===== config.mk =====
export PLATFORM = sky130hd
export DESIGN_NAME = dreq_tracker
export DESIGN_NICKNAME = d
export VERILOG_FILES = /design/src/rtl/dreq_tracker.sv
export SDC_FILE = /design/constraint.sdc
export NUM_CORES = 1
export LEC_CHECK = 0
export BUFFER_PORTS_ARGS = -buffer_cell sky130_fd_sc_hd__buf_2
export CAP_MARGIN = 40
export CORE_MARGIN = 2
export CORE_UTILIZATION = 40
export DETAILED_ROUTE_END_ITERATION = 7
export PLACE_DENSITY_LB_ADDON = 0.08
export SLEW_MARGIN = 20
export SYNTH_ARGS = -nofsm -noshare
export SYNTH_HDL_FRONTEND = slang
export SYNTH_SLANG_ARGS = --single-unit

===== constraint.sdc =====
create_clock -name clk -period 5.3 [get_ports clk]
set_input_delay 1.06 -clock clk [delete_from_list [all_inputs] [get_ports clk]]
set_output_delay 1.06 -clock clk [all_outputs]
set_load 0.03 [all_outputs]

===== src/rtl/dreq_tracker.sv =====
module dreq_tracker #(
  parameter int NLINES      = 32,
  parameter int NCH         = 4,
  parameter int PACE_CYCLES = 8,
  localparam int SELW = $clog2(NLINES),
  localparam int PW   = $clog2(PACE_CYCLES + 1)
) (
  input  logic                clk,
  input  logic                rst_n,
  input  logic [NLINES-1:0]   req_in,
  input  logic [NCH-1:0]      ch_en,
  input  logic [NCH-1:0]      ch_fsync,
  input  logic [NCH*SELW-1:0] ch_sel,
  input  logic [NCH*8-1:0]    ch_irq_en,
  input  logic [NCH-1:0]      elem_done,
  input  logic [NCH-1:0]      frame_done,
  output logic [NCH-1:0]      start,
  output logic [NCH-1:0]      stop,
  output logic [NCH-1:0]      running,
  output logic [NCH*8-1:0]    status,
  output logic [NLINES-1:0]   line_mask,
  output logic                pace_active
);

  logic [NLINES-1:0] sync1, sync2;
  logic [PW-1:0]     pace_cnt;
  logic [NLINES-1:0] rise;

  assign rise        = sync2 & ~line_mask;
  assign pace_active = (pace_cnt != '0);

  always_ff @(posedge clk) begin
    if (!rst_n) begin
      sync1     <= '0;
      sync2     <= '0;
      line_mask <= '0;
      pace_cnt  <= '0;
    end else begin
      sync1     <= req_in;
      sync2     <= sync1;
      line_mask <= sync2;
      if (pace_cnt != '0)
        pace_cnt <= pace_cnt - 1'b1;
      else if (|rise)
        pace_cnt <= PW'(PACE_CYCLES);
    end
  end

  for (genvar c = 0; c < NCH; c++) begin : g_ch
    logic            en_d;
    logic [7:0]      st;
    logic [SELW-1:0] sel;
    logic [7:0]      ie;
    logic            synced, lvl, hit, en_rise, go, halt;

    assign sel     = ch_sel[c*SELW +: SELW];
    assign ie      = ch_irq_en[c*8 +: 8];
    assign synced  = (sel != '0);
    assign lvl     = sync2[sel];
    assign hit     = synced & rise[sel];
    assign en_rise = ch_en[c] & ~en_d;
    assign go      = ch_en[c] & ~running[c] & (hit | (en_rise & (~synced | lvl)));
    assign halt    = running[c] & synced & ~lvl &
                     ((elem_done[c] & ~ch_fsync[c]) | (frame_done[c] & ch_fsync[c]));

    always_ff @(posedge clk) begin
      if (!rst_n) begin
        en_d       <= 1'b0;
        running[c] <= 1'b0;
        start[c]   <= 1'b0;
        stop[c]    <= 1'b0;
        st         <= '0;
      end else begin
        en_d     <= ch_en[c];
        start[c] <= 1'b0;
        stop[c]  <= 1'b0;
        if (!ch_en[c]) begin
          running[c] <= 1'b0;
          st[6]      <= 1'b0;
        end else begin
          if (en_rise) st <= '0;
          if (running[c] && elem_done[c] && ie[2]) st[2] <= 1'b1;
          if (running[c] && frame_done[c] && ie[3]) st[3] <= 1'b1;
          if (hit) st[6] <= 1'b1;
          if (halt) begin
            running[c] <= 1'b0;
            stop[c]    <= 1'b1;
            st[6]      <= 1'b0;
          end else if (go) begin
            running[c] <= 1'b1;
            start[c]   <= 1'b1;
          end
        end
      end
    end

    assign status[c*8 +: 8] = st;
  end

endmodule



# Yosys cells after proc, flatten, opt, wreduce, memory -nomap -nowiden
# Cells that the tools add are included.
[word_totals]
ff_bits = 128
in_bits = 102
output_inout_bits = 77
wordCells = 209
[classes]
add_sub_neg = 1
n_lt_le_gt_ge = 4
muxes = 42
bitwise = 79
reduce_logical = 51
[ops]
columns = ["cell", "n"]
rows = [
  ["1-bit bitwise AND", 40],
  ["1-bit binary-select mux with 5-bit select", 8],
  ["32-bit bitwise AND", 1],
  ["32-bit inverter", 1],
  ["32-bit OR reduction", 1],
  ["1-bit two-way mux", 28],
  ["7-bit two-way mux", 4],
  ["2-bit nonzero test", 13],
  ["1-bit inverter", 25],
  ["5-bit by 6-bit < comparator with 1-bit output, second input constant", 4],
  ["2-bit AND reduction", 12],
  ["5-bit nonzero test", 4],
  ["1-bit logical AND", 16],
  ["1-bit OR", 12],
  ["3-bit OR reduction", 4],
  ["4-bit two-way mux", 2],
  ["4-bit nonzero test", 1],
  ["4-bit by 1-bit subtractor with 4-bit output, second input constant", 1],
]

# Longest topological paths before layout
# Gate-level depths: netlist of run 1.
[depth]
ltp_word = 8
ltp_mapped = 9
ltp_nobuf = 6

# Worst setup path after synthesis of run 1
# OpenSTA, ideal clock, no wires.
[synth_path]
path_type = "input-to-reg"
startpoint = "input port ch_sel[16]"
endpoint = "register running[3]"
setup_time_ns = 0.117
arrival_time_ns = 2.509
required_ns = 5.183
slack_ns = 2.674
path_stages = 6
path_buffers = 1
cell_sequence = "clkbuf_1 > mux4_2 > o211a_1 > a31oi_1 > nand4_1 > a32o_1"
[synth_via]
elab_chain_cells = 6
word_cells_on_any_way = 16
[synth_rtl]
columns = ["element", "line_no", "text"]
rows = [
  ["start, declared", "13", "input logic [NCH*SELW-1:0] ch_sel,"],
  ["1-bit binary-select mux with 5-bit select or 5-bit nonzero test (tied branches)", "59, 58", ""],
  ["1-bit two-way mux (not written as such) or 1-bit inverter (tied branches)", "59, 62", ""],
  ["1-bit OR or 1-bit inverter (tied branches)", "62, 63", ""],
  ["1-bit bitwise AND (on tied branches)", "62, 63", ""],
  ["1-bit OR or 1-bit bitwise AND (tied branches)", "62, 63", ""],
  ["1-bit bitwise AND or 3-bit OR reduction (tied branches)", "--", ""],
  ["end signal, assigned by index", "69", "running[c] <= 1'b0;"],
  ["end signal, assigned by index", "78", "running[c] <= 1'b0;"],
  ["end signal, assigned by index", "86", "running[c] <= 1'b0;"],
  ["end, declared", "19", "output logic [NCH-1:0] running,"],
]
# Several ways; a longest one is shown, not always the timed one. The select of a mux whose other input is x is not followed.
# A chain may end at the register's enable or synchronous reset.

# Final worst setup path of run 1
[layout_path]
startpoint = "input port ch_sel[17]"
endpoint = "register running[3]"
# Same word-level chain as after synthesis.

==> run metrics, run 1 <==
critical-path maximum fanout=15; Filler cells=1592; Comb pwr share=between 10% and 20%; hold buffers post-CTS=0; vias=5629; Total GRT Usage=between 20% and 30%; DRC viols=0; Critical Path Start Type=primary input; unrepaired setup endpoints after global routing=no; NetSw=779 uW; Worst setup EP type=flip-flop; Hold Path End=sync2[0]$_SDFF_PN0_; antenna violations before repair=0; first-pass GRT wire length=32600 um; max_cap viols=0; I/O pins=179; area grow syn2layout=18.8%; port bufs=134; # nets final=882; R2R Path Start=sync2[17]$_SDFF_PN0_; r2r worst-path depth=6; setup_tns=0 ps; Setup violations, final=0; Core ar.=16500 sq um; Sequential Power Share=40.7%; VDD IR-drop max=0.220 mV; total grt overflow=0; Power, Total=2.62 mW; Worst EP arrival=3310 ps; r2r setup slk=3010 ps; via/cell ratio=5.56; Post-synth top flop=dfxtp_1; # diodes=0; Clock transition at path regs=60 ps; First-pass DRT Iterations=5; largest net degree at the start of global routing=87; Async SR Flop Fraction=0%; row count=47; relative slew slack=49.1%; CTS Buf Count=17; Slew @ Worst Pin=762 ps; WP data required=5610 ps; initial core utilization=a little over 40%; HPWL after DPL=between 15000 and 20000 um; Skew-Pair Late Insertion Delay=430 ps; Die ar.=~18000 sq um; Die X=approximately 130 um; placer congestion estimate=0.937; worst clock skew=11.0 ps; clk buf depth=2; outcome=finished clean; Unique masters post-synth=70; hold crit path type=flip-flop to flip-flop; Net Sw Frac=approximately 30%; Pwr Density=330 nW/um^2; Post-CTS Repair Setup Buffers=0; Fin. Hold Viols=0; Syn Std Cell Area=6680 sq um; Post-Synthesis Cells=664; die span in y=133 um; Post-Place Cell Area=about 7400 sq um; flip-flop and latch count after synthesis=128; vias in the first global route=5536; commonest non-fill, non-tap cells in the layout=buf_2 (134), dfxtp_1 (128), and2_1 (100); commonest non-fill, non-tap cell in the layout=buf_2; fin crit share=approximately 57%; leakage=3.32 nW; hold wc startpoint=sync1[0]$_SDFF_PN0_; synthesis warning total=0; Clock Root Buffer=clkbuf_16; total internal power=1.84 mW; number of synthesized flops with an enable pin=0; register area share after synthesis=about two fifths; drt total wl=between 20000 and 25000 um; CTS-repair resized insts=0; Min-Delay Path Depth=1; RR Endpoint=start[0]$_SDFF_PP0_; Synth Area per Inst=10.1 sq um; CTS tree=yes; Final ANT Viol Nets=0; final slew viol count=0; min Tclk post-route=about 3000 ps; clock power share=44.3%; H-tree levels=4; WL/cell=21.3 um; fmax=~330 MHz; Initial DRC Count=382; fraction of layout cells with a size suffix above 1=27.6%; WS Path Type=primary input to flip-flop; clock sinks=128; post-route cell area=7940 sq um
==> how the worst max path moves through the flow <==
stage	from	end	cells past startpoint	slack, ps
after global routing	ch_sel[10]	start[2]$_SDFF_PP0_	7	2200
after detailed placement	ch_sel[16]	running[3]$_SDFFE_PP0P_	6	1940
final	ch_sel[17]	running[3]$_SDFFE_PP0P_	6	2300
after global placement	ch_sel[17]	running[3]$_SDFFE_PP0P_	6	1970
after CTS	ch_sel[17]	running[3]$_SDFFE_PP0P_	6	2380
after floorplan	ch_sel[16]	running[3]$_SDFFE_PP0P_	6	2670
==> cells in the mapped netlist (5+ instances only) <==
master	instances	share of area [%]
a211oi_1	6	0.67
a21boi_0	10	1.1
a21oi_1	10	0.75
a22oi_1	5	0.56
a31oi_1	5	0.47
and2_1	100	9.4
buf_2	9	0.67
buf_4	25	2.8
clkbuf_1	20	1.1
dfxtp_1	128	38
inv_1	14	0.79
mux2_2	11	1.9
mux2i_1	26	3.9
mux4_1	6	2.4
mux4_2	31	10
nand2_1	38	2.1
nand2b_1	40	3.7
nand3_1	10	0.75
nand3b_1	9	1.0
nand4_1	17	1.6
nor2_1	12	0.67
nor2b_1	21	2.0
nor3b_1	10	1.1
nor4_1	6	0.56
o2111ai_1	9	1.2
o21ai_0	12	0.90
o21ai_1	5	0.37
==> critical path, cell delays in order <==
cell and delay, ps:
buf_2 320, nor2b_1 680, a22oi_1 310, a31oi_1 430, nand4_1 210, a32o_1 290
==> per-layer routing <==
layer | track usage, % | vias up | wire length (um)
met5 | 0 | - | 0
met4 | 9.46 | 0 | 551
met3 | 5.02 | 38 | 1390
met2 | 39.4 | 222 | 10200
met1 | 32.8 | 2759 | 9390
li1 | - | 2610 | -
==> state kept, by name (all words and copies together) (netlist names) <==
name / flops
running: 4
g_ch.st: 12
sync2: 32
pace_cnt: 4
g_ch.en_d: 4
stop: 4
start: 4
line_mask: 32
sync1: 32
==> through the flow <==
step / setup WS, ps / cells / utilization [%] / hold WS (ps)
2_1_floorplan: 2670 / 683 / - / 412
3_3_place_gp: 1970 / 981 / 44.6 / 414
3_5_place_dp: 1940 / 981 / 44.6 / 419
4_1_cts: 2380 / 1013 / 48.2 / 429
5_1_grt: 2200 / 1013 / 48.2 / 443
6_report: 2300 / 1013 / 48.2 / 427
==> kinds of logic after synthesis <==
kind of cell    synth area share [%]
simple gates                    25.2
flops                           38.4
compound gates                  11.6
buf+inv                         6.29
mux                             18.6
other cells                   0.0561
==> power groups by stage <==
stage               combinational (mW)  clock, mW  sequential (mW)
detailed placement               0.392          0             1.09
finish                           0.393       1.16             1.07
global placement                 0.385          0             1.08
CTS                              0.394       1.19             1.07
floorplan                        0.262          0             1.09
global route                     0.426       1.24             1.07
==> layout make-up <==
type / instances / area (sq um) / area share, %
sequential: 128 / 2560 / 32.3
clock buffer: 18 / 439 / 5.53
timing repair buffer: 135 / 678 / 8.54
tap: 220 / 275 / 3.47
clock inverter: 14 / 146 / 1.84
multi-input combinational: 480 / 3770 / 47.5
inverter: 18 / 67.6 / 0.851
Power figures use the tool's default switching activity.
==> run 2: changes to the inputs <==
--- a/config.mk
+++ b/config.mk
@@ -5,6 +5,7 @@
 export SDC_FILE = /design/constraint.sdc
 export NUM_CORES = 1
 export LEC_CHECK = 0
+export ABC_AREA = 1
 export BUFFER_PORTS_ARGS = -buffer_cell sky130_fd_sc_hd__buf_2
 export CAP_MARGIN = 40
 export CORE_MARGIN = 2
==> constraint.sdc (replaced) <==
create_clock -name clk -period 2.67 [get_ports clk]
set_input_delay 0.534 -clock clk [delete_from_list [all_inputs] [get_ports clk]]
set_output_delay 0.534 -clock clk [all_outputs]
set_load 0.03 [all_outputs]
==> run 2 against run 1 <==
  * Global-route usage shrank 0.38 points
  * Sequential power grew 94%
  * Clock power is 90% higher
  * Utilization hardly changed
  * Largest cell class unchanged
  * Largest power group unchanged
==> run metrics, run 2 <==
fin cells=1469; VDD IR-drop max=0.436 mV; first-pass GRT wire length=34100 um; Unique masters post-synth=26; WS Path Type=flip-flop to output port; drt total wl=22100 um; Crit path top cell by count=nor2_1; total internal power=3.62 mW; Sequential Power Share=40.2%; Async SR Flop Fraction=0%; First-pass DRT Iterations=8; # diodes=0; CTS-repair resized insts=0; leakage=around 4.8 nW; setup_tns=0 ps; number of synthesized flops with an enable pin=0; Setup violations, final=0; HPWL after DPL=16600 um; Post-synth top cells=nand2_1 (375), inv_1 (194), nand3_1 (168); Synth area leader=dfxtp_1; H-tree levels=4; Placed Instances=1437; Power, Total=5.17 mW; total grt overflow=0; NetSw=1.55 mW; synth top area cells=dfxtp_1 (37%), nand2_1 (20%), nand3_1 (12%); I/O pins=179; hold buffers post-CTS=0; port bufs=134; Post-CTS Repair Setup Buffers=0; Clock transition at path regs=60 ps; Worst EP arrival=1420 ps; fraction of layout cells with a size suffix above 1=16.2%; Initial DRC Count=between 700 and 800; Min-Delay Path Depth=3; clk buf depth=2; cell count along the critical path=5; Final ANT Viol Nets=0; Largest delay share family, worst path=simple AND/OR/NAND/NOR gates; Skew-Pair Late Insertion Delay=roughly 420 ps; WP buf/inv=2; Post-Synthesis Cells=1108; clock power share=42.6%; vias=7201; R2R Path Start=sync2[11]$_SDFF_PN0_; Die ar.=18300 sq um; outcome=finished clean; largest net degree at the start of global routing=71; Comb pwr share=17.2%; Post-synth top flop=dfxtp_1; unrepaired setup endpoints after global routing=no; CP Cell Sequence=nor2_1 > nand2_1 > nor2_1 > inv_1 > buf_2; critical-path maximum fanout=4; top-area cell type share of the netlist area=37.2%; DRC viols=0; worst clock skew=9.17 ps; vias in the first global route=6364; die span in y=135 um; via/cell ratio=roughly 4.9; most common cell in the synthesized netlist=nand2_1; Critical Path Start Type=flip-flop; Post-Place Cell Area=7660 sq um; # nets final=1333; Worst Hold Slack=between 200 and 300 ps; Pwr Density=628 nW/um^2; r2r worst-path depth=12; Core ar.=about 17000 sq um; initial core utilization=40.4%; Synth Area per Inst=about 6.2 sq um; hold wc startpoint=req_in[22]; flip-flop and latch count after synthesis=128; Clock Root Buffer=clkbuf_16; CTS Buf Count=17; Net Sw Frac=30.0%; antenna violations before repair=1; CTS tree=yes; commonest non-fill, non-tap cells in the layout=nand2_1 (375), inv_1 (194), nand3_1 (168); final slew viol count=0; register area share after synthesis=37.2%; commonest non-fill, non-tap cell in the layout=nand2_1; row count=48; fmax=513 MHz; fin crit share=73.1%; slowest CP cell=dfxtp_1; Worst setup EP type=output port; placer congestion estimate=approximately 0.96; Total GRT Usage=about a quarter; max incr delay on CP=330 ps; min Tclk post-route=1950 ps; Syn Std Cell Area=6890 sq um; Die X=roughly 140 um; crit path from=pace_cnt[0]$_SDFFE_PN0P_; post-route cell area=8220 sq um; max_cap viols=0; synthesis warning total=0; WL/cell=between 15 and 20 um; clock sinks=around 130; hold crit path type=primary input to flip-flop; Top Registers=line_mask (32), sync1 (32), sync2 (32); WP data required=2140 ps; area grow syn2layout=19.3%; Fin. Hold Viols=0
## run 2: cell count changes after synthesis, moves of 16 or more
cell	delta
nand2_1	+337
mux2i_1	-26
a21oi_1	+46
nand2b_1	-40
and2_1	-99
mux4_2	-31
o211ai_1	+16
inv_1	+180
nor2b_1	-21
nand3_1	+158
nor2_1	+35
## run 2: worst register-to-register path, stage by stage (launching register included)
cell      delay [ps]
dfxtp_1          330
inv_1            120
nor2_1           410
nand2_1          100
o211ai_1         110
nand2_1          100
nand3_1           80
nand2_1           70
nand2_1           60
nand3_1          120
nand2_1          100
nand3_1           90
nand2_1           60
## run 2: stage by stage
step | worst slack (ps) | utilization, %
4_1_cts | 703 | 48.2
3_5_place_dp | 472 | 44.9
2_1_floorplan | 942 | -
5_1_grt | 612 | 48.2
3_3_place_gp | 464 | 44.9
6_report | 719 | 48.2
## run 2: cell families after synthesis
group / share of synthesized area (%)
simple gates: 38.1
flops: 37.2
other cells: 0.0544
compound gates: 7.02
mux: 0.490
buf+inv: 17.1
## run 2: power by group through the flow
stage                     logic, mW  registers [mW]  clock network, mW
final                         0.887            2.08               2.20
after global routing          0.989            2.09               2.33
after CTS                     0.878            2.08               2.26
after detailed placement      0.875            2.12                  0
after global placement        0.872            2.12                  0
after floorplan               0.598            2.15                  0
## run 2: path summary, 6_finish.rpt
| path | slack [ps] | endpoint |
|---|---|---|
| setup reg to reg | 870 | running[1]$_SDFFE_PP0P_ |
| hold reg to reg | 410 | sync2[12]$_SDFF_PN0_ |
| hold / removal | 290 | sync1[22]$_SDFF_PN0_ |
| setup / recovery | 720 | pace_active |
## run 2: area by class of cell
cell class,instances,area [sq um]
fill,1812,8830
multi-input combinational,731,3220
sequential,128,2560
timing repair buffer,153,841
inverter,200,751
clock buffer,19,453
tap,225,282
clock inverter,13,113
## run 2: layer usage
metal | global-route usage [%] | share of wire (%)
met1 | 33.9 | 45
met4 | 9.20 | 2.2
met3 | 4.75 | 9.5
met5 | 0 | 0
met2 | 36.8 | 43
